$ cat src/rtl/adc_fifo_pkg.sv
package adc_fifo_pkg;
  localparam int RESULT_W = 12;
  localparam int WORD_W   = 16;
  localparam int LVL_W    = 4;

  localparam int EMPTY_BIT = 4;
  localparam int FULL_BIT  = 5;
  localparam int OVER_BIT  = 6;
  localparam int UNDER_BIT = 7;
  localparam int THR_LO    = 8;
  localparam int DMA_BIT   = 12;
  localparam int ERRI_BIT  = 13;

  typedef struct packed {
    logic                err;
    logic [RESULT_W-1:0] result;
  } fifoEntry_t;

  typedef struct packed {
    logic push;
    logic pop;
  } fifoStrobe_t;
endpackage

$ cat src/rtl/adc_fifo_datapath.sv
module adc_fifo_datapath
  import adc_fifo_pkg::*;
#(
  parameter int DEPTH = 8
) (
  input  logic             clk,
  input  logic             rstN,
  input  fifoStrobe_t      strobe,
  input  fifoEntry_t       pushEntry,
  output logic [LVL_W-1:0] level,
  output logic             full,
  output logic             empty,
  output fifoEntry_t       headEntry
);
  localparam int PTR_W = (DEPTH > 1) ? $clog2(DEPTH) : 1;
  localparam logic [PTR_W-1:0] LAST_PTR = PTR_W'(DEPTH - 1);
  localparam logic [LVL_W-1:0] DEPTH_LVL = LVL_W'(DEPTH);

  fifoEntry_t       store [DEPTH];
  logic [PTR_W-1:0] wrPtr;
  logic [PTR_W-1:0] rdPtr;

  assign full  = (level == DEPTH_LVL);
  assign empty = (level == '0);
  assign headEntry = empty ? '0 : store[rdPtr];

  always_ff @(posedge clk) begin
    if (strobe.push) store[wrPtr] <= pushEntry;
  end

  always_ff @(posedge clk or negedge rstN) begin
    if (!rstN) begin
      wrPtr <= '0;
      rdPtr <= '0;
      level <= '0;
    end else begin
      if (strobe.push) wrPtr <= (wrPtr == LAST_PTR) ? '0 : wrPtr + 1'b1;
      if (strobe.pop)  rdPtr <= (rdPtr == LAST_PTR) ? '0 : rdPtr + 1'b1;
      case ({strobe.push, strobe.pop})
        2'b10:   level <= level + 1'b1;
        2'b01:   level <= level - 1'b1;
        default: level <= level;
      endcase
    end
  end

  a_r10_full_empty_excl: assert property (@(posedge clk) disable iff (!rstN)
    !(full && empty));
  a_r6_level_hold: assert property (@(posedge clk) disable iff (!rstN)
    (strobe.push && strobe.pop) |=> $stable(level));
  a_r3_no_push_when_full: assert property (@(posedge clk) disable iff (!rstN)
    full |-> !strobe.push);
  a_r4_no_pop_when_empty: assert property (@(posedge clk) disable iff (!rstN)
    empty |-> !strobe.pop);
endmodule

$ cat src/rtl/adc_fifo_ctrl.sv
module adc_fifo_ctrl
  import adc_fifo_pkg::*;
(
  input  logic              clk,
  input  logic              rstN,
  input  logic              sampleValid,
  input  logic              sampleErr,
  input  logic              popReq,
  input  logic              cfgWe,
  input  logic [WORD_W-1:0] cfgWdata,
  input  logic [LVL_W-1:0]  level,
  input  logic              full,
  input  logic              empty,
  output fifoStrobe_t       strobe,
  output logic              pushErr,
  output logic [WORD_W-1:0] statusWord,
  output logic              irqReq,
  output logic              dmaReq
);
  logic [LVL_W-1:0] threshold;
  logic             dmaEnable;
  logic             errInclude;
  logic             overFlag;
  logic             underFlag;
  logic             overSet;
  logic             underSet;
  logic             overClr;
  logic             underClr;
  logic             atThreshold;

  assign strobe.push = sampleValid && !full;
  assign strobe.pop  = popReq && !empty;
  assign pushErr     = sampleErr && errInclude;

  assign overSet  = sampleValid && full;
  assign underSet = popReq && empty;
  assign overClr  = cfgWe && cfgWdata[OVER_BIT];
  assign underClr = cfgWe && cfgWdata[UNDER_BIT];

  assign atThreshold = (level >= threshold);
  assign irqReq = atThreshold;
  assign dmaReq = atThreshold && dmaEnable;

  always_ff @(posedge clk or negedge rstN) begin
    if (!rstN) begin
      threshold  <= '0;
      dmaEnable  <= 1'b0;
      errInclude <= 1'b0;
      overFlag   <= 1'b0;
      underFlag  <= 1'b0;
    end else begin
      if (cfgWe) begin
        threshold  <= cfgWdata[THR_LO +: LVL_W];
        dmaEnable  <= cfgWdata[DMA_BIT];
        errInclude <= cfgWdata[ERRI_BIT];
      end
      if (overSet)       overFlag <= 1'b1;
      else if (overClr)  overFlag <= 1'b0;
      if (underSet)      underFlag <= 1'b1;
      else if (underClr) underFlag <= 1'b0;
    end
  end

  always_comb begin
    statusWord = '0;
    statusWord[LVL_W-1:0]        = level;
    statusWord[EMPTY_BIT]        = empty;
    statusWord[FULL_BIT]         = full;
    statusWord[OVER_BIT]         = overFlag;
    statusWord[UNDER_BIT]        = underFlag;
    statusWord[THR_LO +: LVL_W]  = threshold;
    statusWord[DMA_BIT]          = dmaEnable;
    statusWord[ERRI_BIT]         = errInclude;
  end

  a_r5_over_sticky: assert property (@(posedge clk) disable iff (!rstN)
    (overFlag && !overClr) |=> overFlag);
  a_r5_under_sticky: assert property (@(posedge clk) disable iff (!rstN)
    (underFlag && !underClr) |=> underFlag);
  a_r3_over_sets: assert property (@(posedge clk) disable iff (!rstN)
    overSet |=> overFlag);
  a_r8_dma_gated: assert property (@(posedge clk) disable iff (!rstN)
    !dmaEnable |-> !dmaReq);
  a_r7_irq_follows_level: assert property (@(posedge clk) disable iff (!rstN)
    (level == '0 && threshold != '0) |-> !irqReq);
endmodule

$ cat src/rtl/adc_sample_fifo.sv
module adc_sample_fifo
  import adc_fifo_pkg::*;
#(
  parameter int DEPTH = 8
) (
  input  logic                clk,
  input  logic                rstN,
  input  logic                sampleValid,
  input  logic [RESULT_W-1:0] sampleData,
  input  logic                sampleErr,
  input  logic                popReq,
  output logic [WORD_W-1:0]   popData,
  input  logic                cfgWe,
  input  logic [WORD_W-1:0]   cfgWdata,
  output logic [WORD_W-1:0]   statusWord,
  output logic                irqReq,
  output logic                dmaReq
);
  localparam int PAD_W = WORD_W - RESULT_W - 1;

  fifoStrobe_t      strobe;
  fifoEntry_t       pushEntry;
  fifoEntry_t       headEntry;
  logic             pushErr;
  logic [LVL_W-1:0] level;
  logic             full;
  logic             empty;

  assign pushEntry.result = sampleData;
  assign pushEntry.err    = pushErr;
  assign popData = {headEntry.err, {PAD_W{1'b0}}, headEntry.result};

  adc_fifo_ctrl u_ctrl (
    .clk(clk), .rstN(rstN), .sampleValid(sampleValid), .sampleErr(sampleErr),
    .popReq(popReq), .cfgWe(cfgWe), .cfgWdata(cfgWdata), .level(level),
    .full(full), .empty(empty), .strobe(strobe), .pushErr(pushErr),
    .statusWord(statusWord), .irqReq(irqReq), .dmaReq(dmaReq)
  );

  adc_fifo_datapath #(.DEPTH(DEPTH)) u_data (
    .clk(clk), .rstN(rstN), .strobe(strobe), .pushEntry(pushEntry),
    .level(level), .full(full), .empty(empty), .headEntry(headEntry)
  );
endmodule

$ cat config.mk
export PLATFORM = sky130hd
export DESIGN_NAME = adc_sample_fifo
export DESIGN_NICKNAME = d
export VERILOG_FILES = /design/src/rtl/adc_fifo_pkg.sv /design/src/rtl/adc_fifo_datapath.sv /design/src/rtl/adc_fifo_ctrl.sv /design/src/rtl/adc_sample_fifo.sv
export SDC_FILE = /design/constraint.sdc
export NUM_CORES = 1
export LEC_CHECK = 0
export ABC_AREA = 1
export BUFFER_PORTS_ARGS = -buffer_cell sky130_fd_sc_hd__buf_4
export CAP_MARGIN = 20
export CORE_UTILIZATION = 35
export CTS_CLUSTER_DIAMETER = 120
export DETAILED_ROUTE_END_ITERATION = 10
export SLEW_MARGIN = 20
export SYNTH_ARGS = -nofsm -noshare
export SYNTH_HDL_FRONTEND = slang
export SYNTH_SLANG_ARGS = --single-unit
$ cat constraint.sdc
create_clock -name clk -period 4.48 [get_ports clk]
set_input_delay 1.344 -clock clk [delete_from_list [all_inputs] [get_ports clk]]
set_output_delay 1.344 -clock clk [all_outputs]
set_load 0.03 [all_outputs]
==> flow_summary.yaml, run 1 <==
clock_network:
  clock_tree.root_cell: "sky130_fd_sc_hd__clkbuf_16"
  clock-sinks: 122
  htree_levels: 4
  post_cts_resize_count: 0
  worstSkewPairLatency_ps: 400
  cts_tree: "done"
  cts_made_buffers: 17
  cts_post_setup_buffers_inserted: 0
  cts.path.max_buffers: 2
  hold_bufs_at_cts: 0
  clk_transition_reported_paths_ps: 50
power:
  cellLeakagePower_nw: 2.46
  p_int_mw: 2.78
  vdd_ir_drop_max_mv: 0.310
  combinationalPowerShare_pct: 39.9
  net-switching-power_mw: 1.77
  pwr-share-seq_pct: 33.9
  share_clk_of_total_power_pct: 26.3
  switching_share_pct: 38.9
  totalPowerFinal_mw: 4.55
  powerDensity_nw_per_um2: 723
timing:
  final_period_minus_worst_setup_slack_ps: 3430
  finalSetupTns_ps: 0
  timing.fmax_mhz: 292
  final-setup-viol-count: 0
  maxSlewViolCount: 0
  slew_headroom_pct: 38.6
  worstMarginPinSlew_ps: 921
  unrepaired_setup_endpoints_after_global_routing: "false"
  hold_violations: 0
  skew_ps: 8.16
  period_share_pct: 76.5
drt:
  drtIter0Drc: 247
  met2_length_um: 5680
  route.vias.total: 3387
  wl_met3_um: 575
  final_antenna_net_count: 0
  highest_layer: "met4"
  wl_um: 11200
  viasPerCell: 4.84
  wirelength_met1_um: 4750
  post-route-drc-count: 0
  wl_per_cell_um: 15.9
  drt-pass1-iter-count: 4
synth:
  synth_simple_gate_area_share_pct: 11.8
  netlist_top_cells_count: "104 x sky130_fd_sc_hd__edfxtp_1, 102 x sky130_fd_sc_hd__nor2_1, 42 x sky130_fd_sc_hd__nand2_1"
  cell_with_the_most_instances_after_synthesis: "sky130_fd_sc_hd__edfxtp_1"
  postSynthAreaPerCell_um2: 11.9
  postSynth.asyncResetShare_pct: 14.8
  yosys.area.top_type: "sky130_fd_sc_hd__edfxtp_1"
  syn_inst: 448
  ys.flop_type: "sky130_fd_sc_hd__edfxtp_1"
  yosys_warning_count: 0
  yosys.area_share.adder_pct: 2.59
  yosysSeqAreaShare_pct: 67.2
  dominant_combinational_cell_family_by_area_after_synthesis: "simple AND/OR/NAND/NOR gates"
  netlist_area_um2: 5320
  ys_ff_latch: 122
  synth_top_cell_area_share_pct: 58.7
  muxShareOfSynthArea_pct: 0.635
  synthXorXnorAreaFrac_pct: 0.494
  edff_count_synth: 104
  synth.distinct_cells: 31
  synth_compound_area_share_pct: 10.2
  netlist_top_cells_area: "sky130_fd_sc_hd__edfxtp_1 59%, sky130_fd_sc_hd__dfrtp_1 8.5%, sky130_fd_sc_hd__nor2_1 7.2%"
global_route:
  initial_antenna_violation_count: 0
  grt_overflow: 0
  vias_in_the_first_global_route: 3384
  grt_first_pass_wirelength_um: 17800
  grtUsageTotal_pct: 15.2
  grt_start_max_net_pins: 55
finish:
  post_route_cells_drive_above_1_share_pct: 20.2
  antennaDiodeCount: 0
  fin_nets: 549
  area_overhead_of_the_layout_relative_to_synthesis_pct: 18.5
hold_path:
  min_path_type: "flip-flop to flip-flop"
  worstHoldPathCells: 2
floorplan:
  initial_utilization_pct: 36.2
  placementRows: 44
  coreArea_um2: 14700
  die_h_um: 125
  die_x_um: 125
  num_io_pins: 68
  dieArea_um2: 15700
placed_design:
  globalplace.congestion: 0.712
  io_buffers: 54
  place.detailed.hpwl_um: 6550
critical_path:
  cp_max_fo: 54
  number_of_cells_on_the_worst_reg_to_reg_path: 12
  max_stage_delay_ps: 390
  worstPathArrival_ps: 2080
  critPathCaptureType: "output port"
  path_cells: "buf_4 > inv_8 > nor2_1 > o211ai_1 > nand2_1 > nor2_1 > buf_4"
  critPathRequiredTime_ps: 3140
  worstSetupPathType: "flip-flop to output port"
  timing.critical_path.slowest_stage_cell: "sky130_fd_sc_hd__dfrtp_1"
  startpoint_class: "flip-flop"
run:
  drv.max_cap_violation_count: 0
status:
  outcome: "finished, final reports clean"
-- placed cells by master (no fill, tap or decap), types with 4 or more instances in the layout --
master                      instances
sky130_fd_sc_hd__nand3_1            6
sky130_fd_sc_hd__clkbuf_16         17
sky130_fd_sc_hd__nor2_2             4
sky130_fd_sc_hd__o21ai_0           35
sky130_fd_sc_hd__edfxtp_1         104
sky130_fd_sc_hd__conb_1             5
sky130_fd_sc_hd__dfrtp_1           18
sky130_fd_sc_hd__clkbuf_1           4
sky130_fd_sc_hd__nand2_1           42
sky130_fd_sc_hd__ha_1              11
sky130_fd_sc_hd__nor2_1           101
sky130_fd_sc_hd__o21ai_1           26
sky130_fd_sc_hd__o22ai_1           14
sky130_fd_sc_hd__o211ai_1          12
sky130_fd_sc_hd__inv_1             22
sky130_fd_sc_hd__buf_4             65
-- metal layers --
layer,track usage (%),vias up
met5,0,-
met4,7.46,0
met3,3.51,14
met2,25.6,82
met1,18.2,1631
li1,-,1660
-- per-stage QoR --
| step | hold slack, ps | util [%] | cells | worst slack (ps) | cell area, µm² |
|---|---|---|---|---|---|
| after CTS | 508 | 42.8 | 700 | 1010 | 6300 |
| after detailed placement | 495 | 39.3 | 669 | 1470 | 5780 |
| final | 500 | 42.8 | 700 | 1050 | 6300 |
| after floorplan | 453 | - | 452 | 1480 | 5330 |
| after global placement | 474 | 39.3 | 669 | 1490 | 5780 |
| after global routing | 537 | 42.8 | 700 | 904 | 6300 |
-- cell families (layout without fill, tap and decap cells) --
logic type,after synthesis,count (layout)
AO/OA/AOI/OAI,94,94
AND/OR/NAND/NOR,158,158
XOR/XNOR,3,3
flip-flops,122,122
other,1,5
buffers and inverters,56,120
multiplexers,3,3
adder cells (fa/ha/maj),11,11
-- registers in the layout, summed over array words and instances (netlist names) --
register           flops
u_ctrl.errInclude      1
u_data.store         104
u_data.rdPtr           3
u_ctrl.overFlag        1
u_data.level           4
u_ctrl.dmaEnable       1
u_ctrl.threshold       4
u_data.wrPtr           3
u_ctrl.underFlag       1
-- power groups by stage --
stage          Clock (mW)  Combinational, mW  Sequential (mW)
2_1_floorplan           0               1.35             1.57
3_3_place_gp            0               1.79             1.56
3_5_place_dp            0               1.83             1.56
4_1_cts              1.22               1.84             1.54
5_1_grt              1.28               2.01             1.56
6_report             1.19               1.82             1.54
-- final cells by class --
class | count | area (µm²)
multi-input cells | 274 | 1390
inverters | 24 | 97.6
flip-flops and latches | 122 | 3570
repair buffers | 65 | 488
well taps | 184 | 230
clock inverters | 10 | 78.8
fillers | 1348 | 8400
clock buffers | 21 | 440
-- worst max-delay path, delay by kind of cell, from the launching register on --
family          cells  cell delay, ps
buf+inv             3             730
simple gates        3             350
flops               1             390
compound gates      1             190
-- path summary, 6_finish.rpt --
check	slack, ps	from	end
worst max-delay path	1050	u_data.rdPtr[0]	popData[5]
worst min-delay path	500	u_ctrl.underFlag	u_ctrl.underFlag
worst max register to register	1890	u_data.level[1]	u_data.level[2]
worst min register to register	500	u_ctrl.underFlag	u_ctrl.underFlag
max in group asynchronous	3470	rstN	u_data.rdPtr[1]
min in group asynchronous	800	rstN	u_data.level[0]
Power figures use the tool's default switching activity.
==> run 2: changes to the inputs <==
ABC_AREA = 0   (was 1)
clock period = 2.98 ns   (was 4.48 ns; I/O delays follow)
==> run 2 against run 1 <==
Final cell count shrank 23%. Cell area grew 1.8%. Sequential share of layout area shrank 0.95 points. First-iteration DRC count shrank 64%. Combinational power grew 35%. Critical path type unchanged. Critical endpoint unchanged.
==> flow_summary.yaml, run 2 <==
timing:
  slew_headroom_pct: 34.3
  timing.fmax_mhz: 348
  finalSetupTns_ps: 0
  skew_ps: 8.07
  final-setup-viol-count: 0
  final_period_minus_worst_setup_slack_ps: 2870
  hold_violations: 0
  maxSlewViolCount: 0
  unrepaired_setup_endpoints_after_global_routing: "false"
  period_share_pct: 96.4
  worstMarginPinSlew_ps: 986
  setup_ws_ps: 109
finish:
  antennaDiodeCount: 0
  final_cell_mix: "104 x sky130_fd_sc_hd__edfxtp_1, 66 x sky130_fd_sc_hd__buf_4, 26 x sky130_fd_sc_hd__mux4_2"
  largest_registers: "u_data.store: 104 flops, u_ctrl.threshold: 4 flops, u_data.level: 4 flops"
  multi_input_area_um2: 1400
  most_common_cell_after_layout_fill_and_taps_aside: "sky130_fd_sc_hd__edfxtp_1"
  fillers: 1232
  instances_no_fill: 542
  regMostFlops: "u_data.store"
  largest_register_ff_count: 104
  fin_nets: 394
  post_route_cells_drive_above_1_share_pct: 39.0
  seqCellArea_um2: 3580
  area_overhead_of_the_layout_relative_to_synthesis_pct: 25.3
placed_design:
  io_buffers: 54
  globalplace.congestion: 0.707
  place.detailed.hpwl_um: 5770
  placed_cells: 509
  placement.setup.worst_slack_ps: 468
synth:
  ys.flop_type: "sky130_fd_sc_hd__edfxtp_1"
  syn_inst: 279
  cell_with_the_most_instances_after_synthesis: "sky130_fd_sc_hd__edfxtp_1"
  postSynthAreaPerCell_um2: 18.3
  edff_count_synth: 104
  netlist_top_cells_area: "sky130_fd_sc_hd__edfxtp_1 61%, sky130_fd_sc_hd__mux4_2 11%, sky130_fd_sc_hd__dfrtp_1 8.8%"
  postSynth.asyncResetShare_pct: 14.8
  synth_top_cell_area_share_pct: 61.0
  yosysSeqAreaShare_pct: 69.8
  netlist_top_cells_count: "104 x sky130_fd_sc_hd__edfxtp_1, 26 x sky130_fd_sc_hd__mux4_2, 19 x sky130_fd_sc_hd__nor2_1"
  yosys_warning_count: 0
  yosys.area.top_type: "sky130_fd_sc_hd__edfxtp_1"
  synth.distinct_cells: 38
  netlist_area_um2: 5120
  ys_ff_latch: 122
critical_path:
  r2r_setup_slack_ps: 530
  critPathRequiredTime_ps: 2090
  startpoint_class: "flip-flop"
  worstSetupPathType: "flip-flop to output port"
  cp_max_fo: 15
  number_of_cells_on_the_worst_reg_to_reg_path: 10
  worstPathArrival_ps: 1980
  critPathCaptureType: "output port"
power:
  powerDensity_nw_per_um2: 1090
  vdd_ir_drop_max_mv: 0.492
  cellLeakagePower_nw: 2.39
global_route:
  vias_in_the_first_global_route: 2816
  grt_first_pass_wirelength_um: 15200
  initial_antenna_violation_count: 0
  grt_start_max_net_pins: 30
  grt_overflow: 0
  grtUsageTotal_pct: 14.4
drt:
  drt-pass1-iter-count: 6
  wl_per_cell_um: 18.2
  final_antenna_net_count: 0
  viasPerCell: 4.84
  wl_um: 9840
  drtIter0Drc: 88
  route.vias.total: 2622
  post-route-drc-count: 0
clock_network:
  clock_tree.root_cell: "sky130_fd_sc_hd__clkbuf_16"
  cts_tree: "done"
  hold_bufs_at_cts: 0
  cts_made_buffers: 17
  clock-sinks: 122
  clk_transition_reported_paths_ps: 60
  cts.path.max_buffers: 2
  htree_levels: 4
  worstSkewPairLatency_ps: 410
  cts_post_setup_buffers_inserted: 0
floorplan:
  initial_utilization_pct: 36.3
  die_x_um: 123
  die_h_um: 123
  coreArea_um2: 14100
  dieArea_um2: 15100
  num_io_pins: 68
  placementRows: 43
status:
  outcome: "finished, final reports clean"
run:
  drv.max_cap_violation_count: 0
hold_path:
  min_path_type: "primary input to asynchronous set/reset pin"
[run 2: cell types whose count changed after synthesis, sizes merged, moves of 17 or more]
| cell | previous run | this run |
|---|---|---|
| inv | 24 | 7 |
| mux4 | 0 | 26 |
| nand2 | 43 | 9 |
| o21ai | 62 | 7 |
| nor2 | 106 | 19 |
[run 2: kinds of logic after synthesis]
group                      Yosys count  synth area share, %
AOI/OAI and AO/OA                   18                 2.35
xor gates and xnor gates             5                0.856
adders and majority gates           11                 2.69
buffers and inverters               29                 3.72
DFF                                122                 69.8
muxes                               44                 15.2
other                                1               0.0733
and+or+nand+nor                     49                 5.31
[run 2: through the flow]
stage	utilization [%]	area, µm²	total power [mW]	hold slack [ps]
CTS	45.3	6380	7.05	345
detailed placement	40.8	5760	4.90	488
finish	45.5	6410	7.01	353
floorplan	-	5130	4.10	467
global placement	40.8	5760	4.84	485
global route	45.5	6410	7.35	358
[run 2: layout make-up]
| class | instances | share of cell area (%) |
|---|---|---|
| multi-input combinational | 132 | 21.8 |
| timing repair buffer | 69 | 8.75 |
| sequential | 122 | 55.8 |
| inverter | 7 | 0.410 |
| tap | 180 | 3.51 |
| clock buffer | 17 | 6.64 |
| clock inverter | 15 | 3.08 |
[run 2: power breakdown]
| part | switching (mW) | internal, mW | total [mW] |
|---|---|---|---|
| clock | 0.737 | 1.40 | 2.14 |
| combinational | 1.34 | 1.12 | 2.45 |
| sequential | 0.252 | 2.17 | 2.42 |
| total | 2.33 | 4.68 | 7.01 |
[run 2: worst paths after layout]
kind                                     to        startpoint
max in group asynchronous   u_data.rdPtr[0]              rstN
min reg2reg                u_ctrl.underFlag  u_ctrl.underFlag
max reg2reg                 u_data.level[2]   u_data.level[2]
min                         u_data.level[2]              rstN
min in group clk           u_ctrl.underFlag  u_ctrl.underFlag
max                              popData[5]   u_data.rdPtr[0]
[run 2: timing repair]
| item | CTS | global route |
|---|---|---|
| hold endpoints to repair | 0 | 0 |
| gates resized for setup | 0 | 2 |
| setup endpoints to repair | 0 | 4 |
[run 2: per-layer routing]
layer  track usage [%]  vias up  wire, µm
met5                 0        -         0
met1              16.6     1341      4010
met3              3.69       13       329
met4              6.25        0       156
li1                  -     1216         -
met2              25.2       52      5340
[run 2: critical path, cell delays in order (launching register included)]
cell,delay (ps)
sky130_fd_sc_hd__dfrtp_2,410
sky130_fd_sc_hd__buf_12,200
sky130_fd_sc_hd__mux4_2,530
sky130_fd_sc_hd__mux2i_1,200
sky130_fd_sc_hd__nor2_1,60
sky130_fd_sc_hd__buf_4,170
==> run 3: changes to the inputs <==
TNS_END_PERCENT = 100   (was unset)
clock period = 2.89 ns   (was 2.98 ns; I/O delays follow)
==> run 3 against run 2 <==
Clock skew decreased by 2.8 ps. Global-route usage fell by 0.30 points. Clock power down 6%. Worst setup slack lost 84 ps. Critical path type unchanged. First-iteration DRC count is 36% higher. Final cell count grew 0.92%.
==> flow_summary.yaml, run 3 (synthesized netlist as in run 2, its figures left out) <==
finish:
  largest_register_ff_count: 104
  fin_nets: 399
  largest_registers: "u_data.store: 104 flops, u_ctrl.threshold: 4 flops, u_data.level: 4 flops"
  antennaDiodeCount: 0
  area_overhead_of_the_layout_relative_to_synthesis_pct: 24.8
  final_core_utilization_pct: 45.3
  most_common_cell_after_layout_fill_and_taps_aside: "sky130_fd_sc_hd__edfxtp_1"
  post_route_cells_drive_above_1_share_pct: 40.1
  regMostFlops: "u_data.store"
  fillers: 1224
  final_cell_mix: "104 x sky130_fd_sc_hd__edfxtp_1, 72 x sky130_fd_sc_hd__buf_4, 26 x sky130_fd_sc_hd__mux4_2"
critical_path:
  path_cells: "buf_12 > mux4_2 > mux2i_2 > nor2_1 > buf_4"
  timing.critical_path.slowest_stage_cell: "sky130_fd_sc_hd__mux4_2"
  worstPathArrival_ps: 2000
  critPathRequiredTime_ps: 2020
  cp_max_fo: 17
  worstSetupPathType: "flip-flop to output port"
  critical-path-top-delay-family: "multiplexers"
  critPathCaptureType: "output port"
  worst-path-buf-inv: 2
  max_stage_delay_ps: 530
  startpoint_class: "flip-flop"
timing:
  skew_ps: 5.26
  period_share_pct: 99.1
  slew_headroom_pct: 35.1
  hold_violations: 0
  setup_ws_ps: 25.1
  final_period_minus_worst_setup_slack_ps: 2860
  timing.fmax_mhz: 349
  worstMarginPinSlew_ps: 973
  maxSlewViolCount: 0
  worst_hold_slack_ps: 328
  unrepaired_setup_endpoints_after_global_routing: "true"
  final-setup-viol-count: 0
power:
  cellLeakagePower_nw: 2.39
  combinationalPowerShare_pct: 36.4
  share_clk_of_total_power_pct: 28.6
  powerDensity_nw_per_um2: 1110
  pwr-share-seq_pct: 35.0
  p_int_mw: 4.68
  vdd_ir_drop_max_mv: 0.422
  net-switching-power_mw: 2.38
  switching_share_pct: 33.7
  totalPowerFinal_mw: 7.06
placed_design:
  placement.setup.worst_slack_ps: 319
  place.detailed.hpwl_um: 5780
  globalplace.congestion: 0.706
  io_buffers: 54
run:
  drv.max_cap_violation_count: 0
drt:
  route.vias.total: 2622
  drt-pass1-iter-count: 5
  viasPerCell: 4.79
  drtIter0Drc: 120
  wl_um: 9460
  final_antenna_net_count: 0
  post-route-drc-count: 0
  wl_per_cell_um: 17.3
floorplan:
  num_io_pins: 68
  die_h_um: 123
  coreArea_um2: 14100
  placementRows: 43
  dieArea_um2: 15100
  die_x_um: 123
  initial_utilization_pct: 36.3
clock_network:
  clock-sinks: 122
  cts_tree: "done"
  clock_tree.root_cell: "sky130_fd_sc_hd__clkbuf_16"
  clk_transition_reported_paths_ps: 50
  cts.path.max_buffers: 2
  cts_made_buffers: 17
  worstSkewPairLatency_ps: 400
  htree_levels: 4
status:
  outcome: "finished, final reports clean"
global_route:
  grt_overflow: 0
  initial_antenna_violation_count: 0
  grt_first_pass_wirelength_um: 15000
  grt_start_max_net_pins: 29
  grtUsageTotal_pct: 14.1
  vias_in_the_first_global_route: 2707
hold_path:
  min_path_type: "primary input to asynchronous set/reset pin"
[run 3: cell type report]
type	count	area, µm²	share of cell area, %
Tap cell	180	225	3.53
Inverter	7	26.3	0.411
Multi-Input combinational cell	132	1400	22.0
Clock inverter	13	144	2.25
Sequential cell	122	3580	56.0
Clock buffer	19	433	6.78
Timing Repair Buffer	74	581	9.09
[run 3: worst paths after layout]
check                      cells after the start  slack [ps]          endpoint             start
min in group clk                               1         500  u_ctrl.underFlag  u_ctrl.underFlag
max reg2reg                                   10         500   u_data.level[2]   u_data.level[2]
max                                            5          30        popData[4]   u_data.rdPtr[0]
min                                            1         330   u_ctrl.overFlag              rstN
max in group asynchronous                      1        2340   u_data.rdPtr[0]              rstN
min reg2reg                                    1         500  u_ctrl.underFlag  u_ctrl.underFlag
[run 3: power groups by stage]
stage / Sequential, mW / Combinational [mW] / Clock [mW]
after CTS: 2.49 / 2.58 / 2.06
after global routing: 2.51 / 2.80 / 2.14
after detailed placement: 2.54 / 2.53 / 0
after global placement: 2.52 / 2.49 / 0
after floorplan: 2.49 / 1.75 / 0
final: 2.47 / 2.57 / 2.02
[run 3: metrics by stage]
step	TNS [ps]	instances	cell area (µm²)
global placement	0	510	5770
finish	0	547	6390
detailed placement	0	510	5770
floorplan	0	283	5140
global route	-162	547	6390
CTS	-1.52	544	6360
[run 3: repair_timing]
item | CTS | global route
setup endpoints to repair | 14 | 8
hold buffers | 0 | 0
endpoints found under the hold margin | 0 | 0
buffers inserted | 2 | 3
gates resized for setup | 2 | 0
[run 3: routing by layer]
layer / routed length [µm] / vias up / track usage (%)
met4: 138 / 0 / 5.72
met5: 0 / - / 0
li1: - / 1228 / -
met2: 4790 / 53 / 22.9
met3: 367 / 13 / 3.37
met1: 4160 / 1328 / 18.1
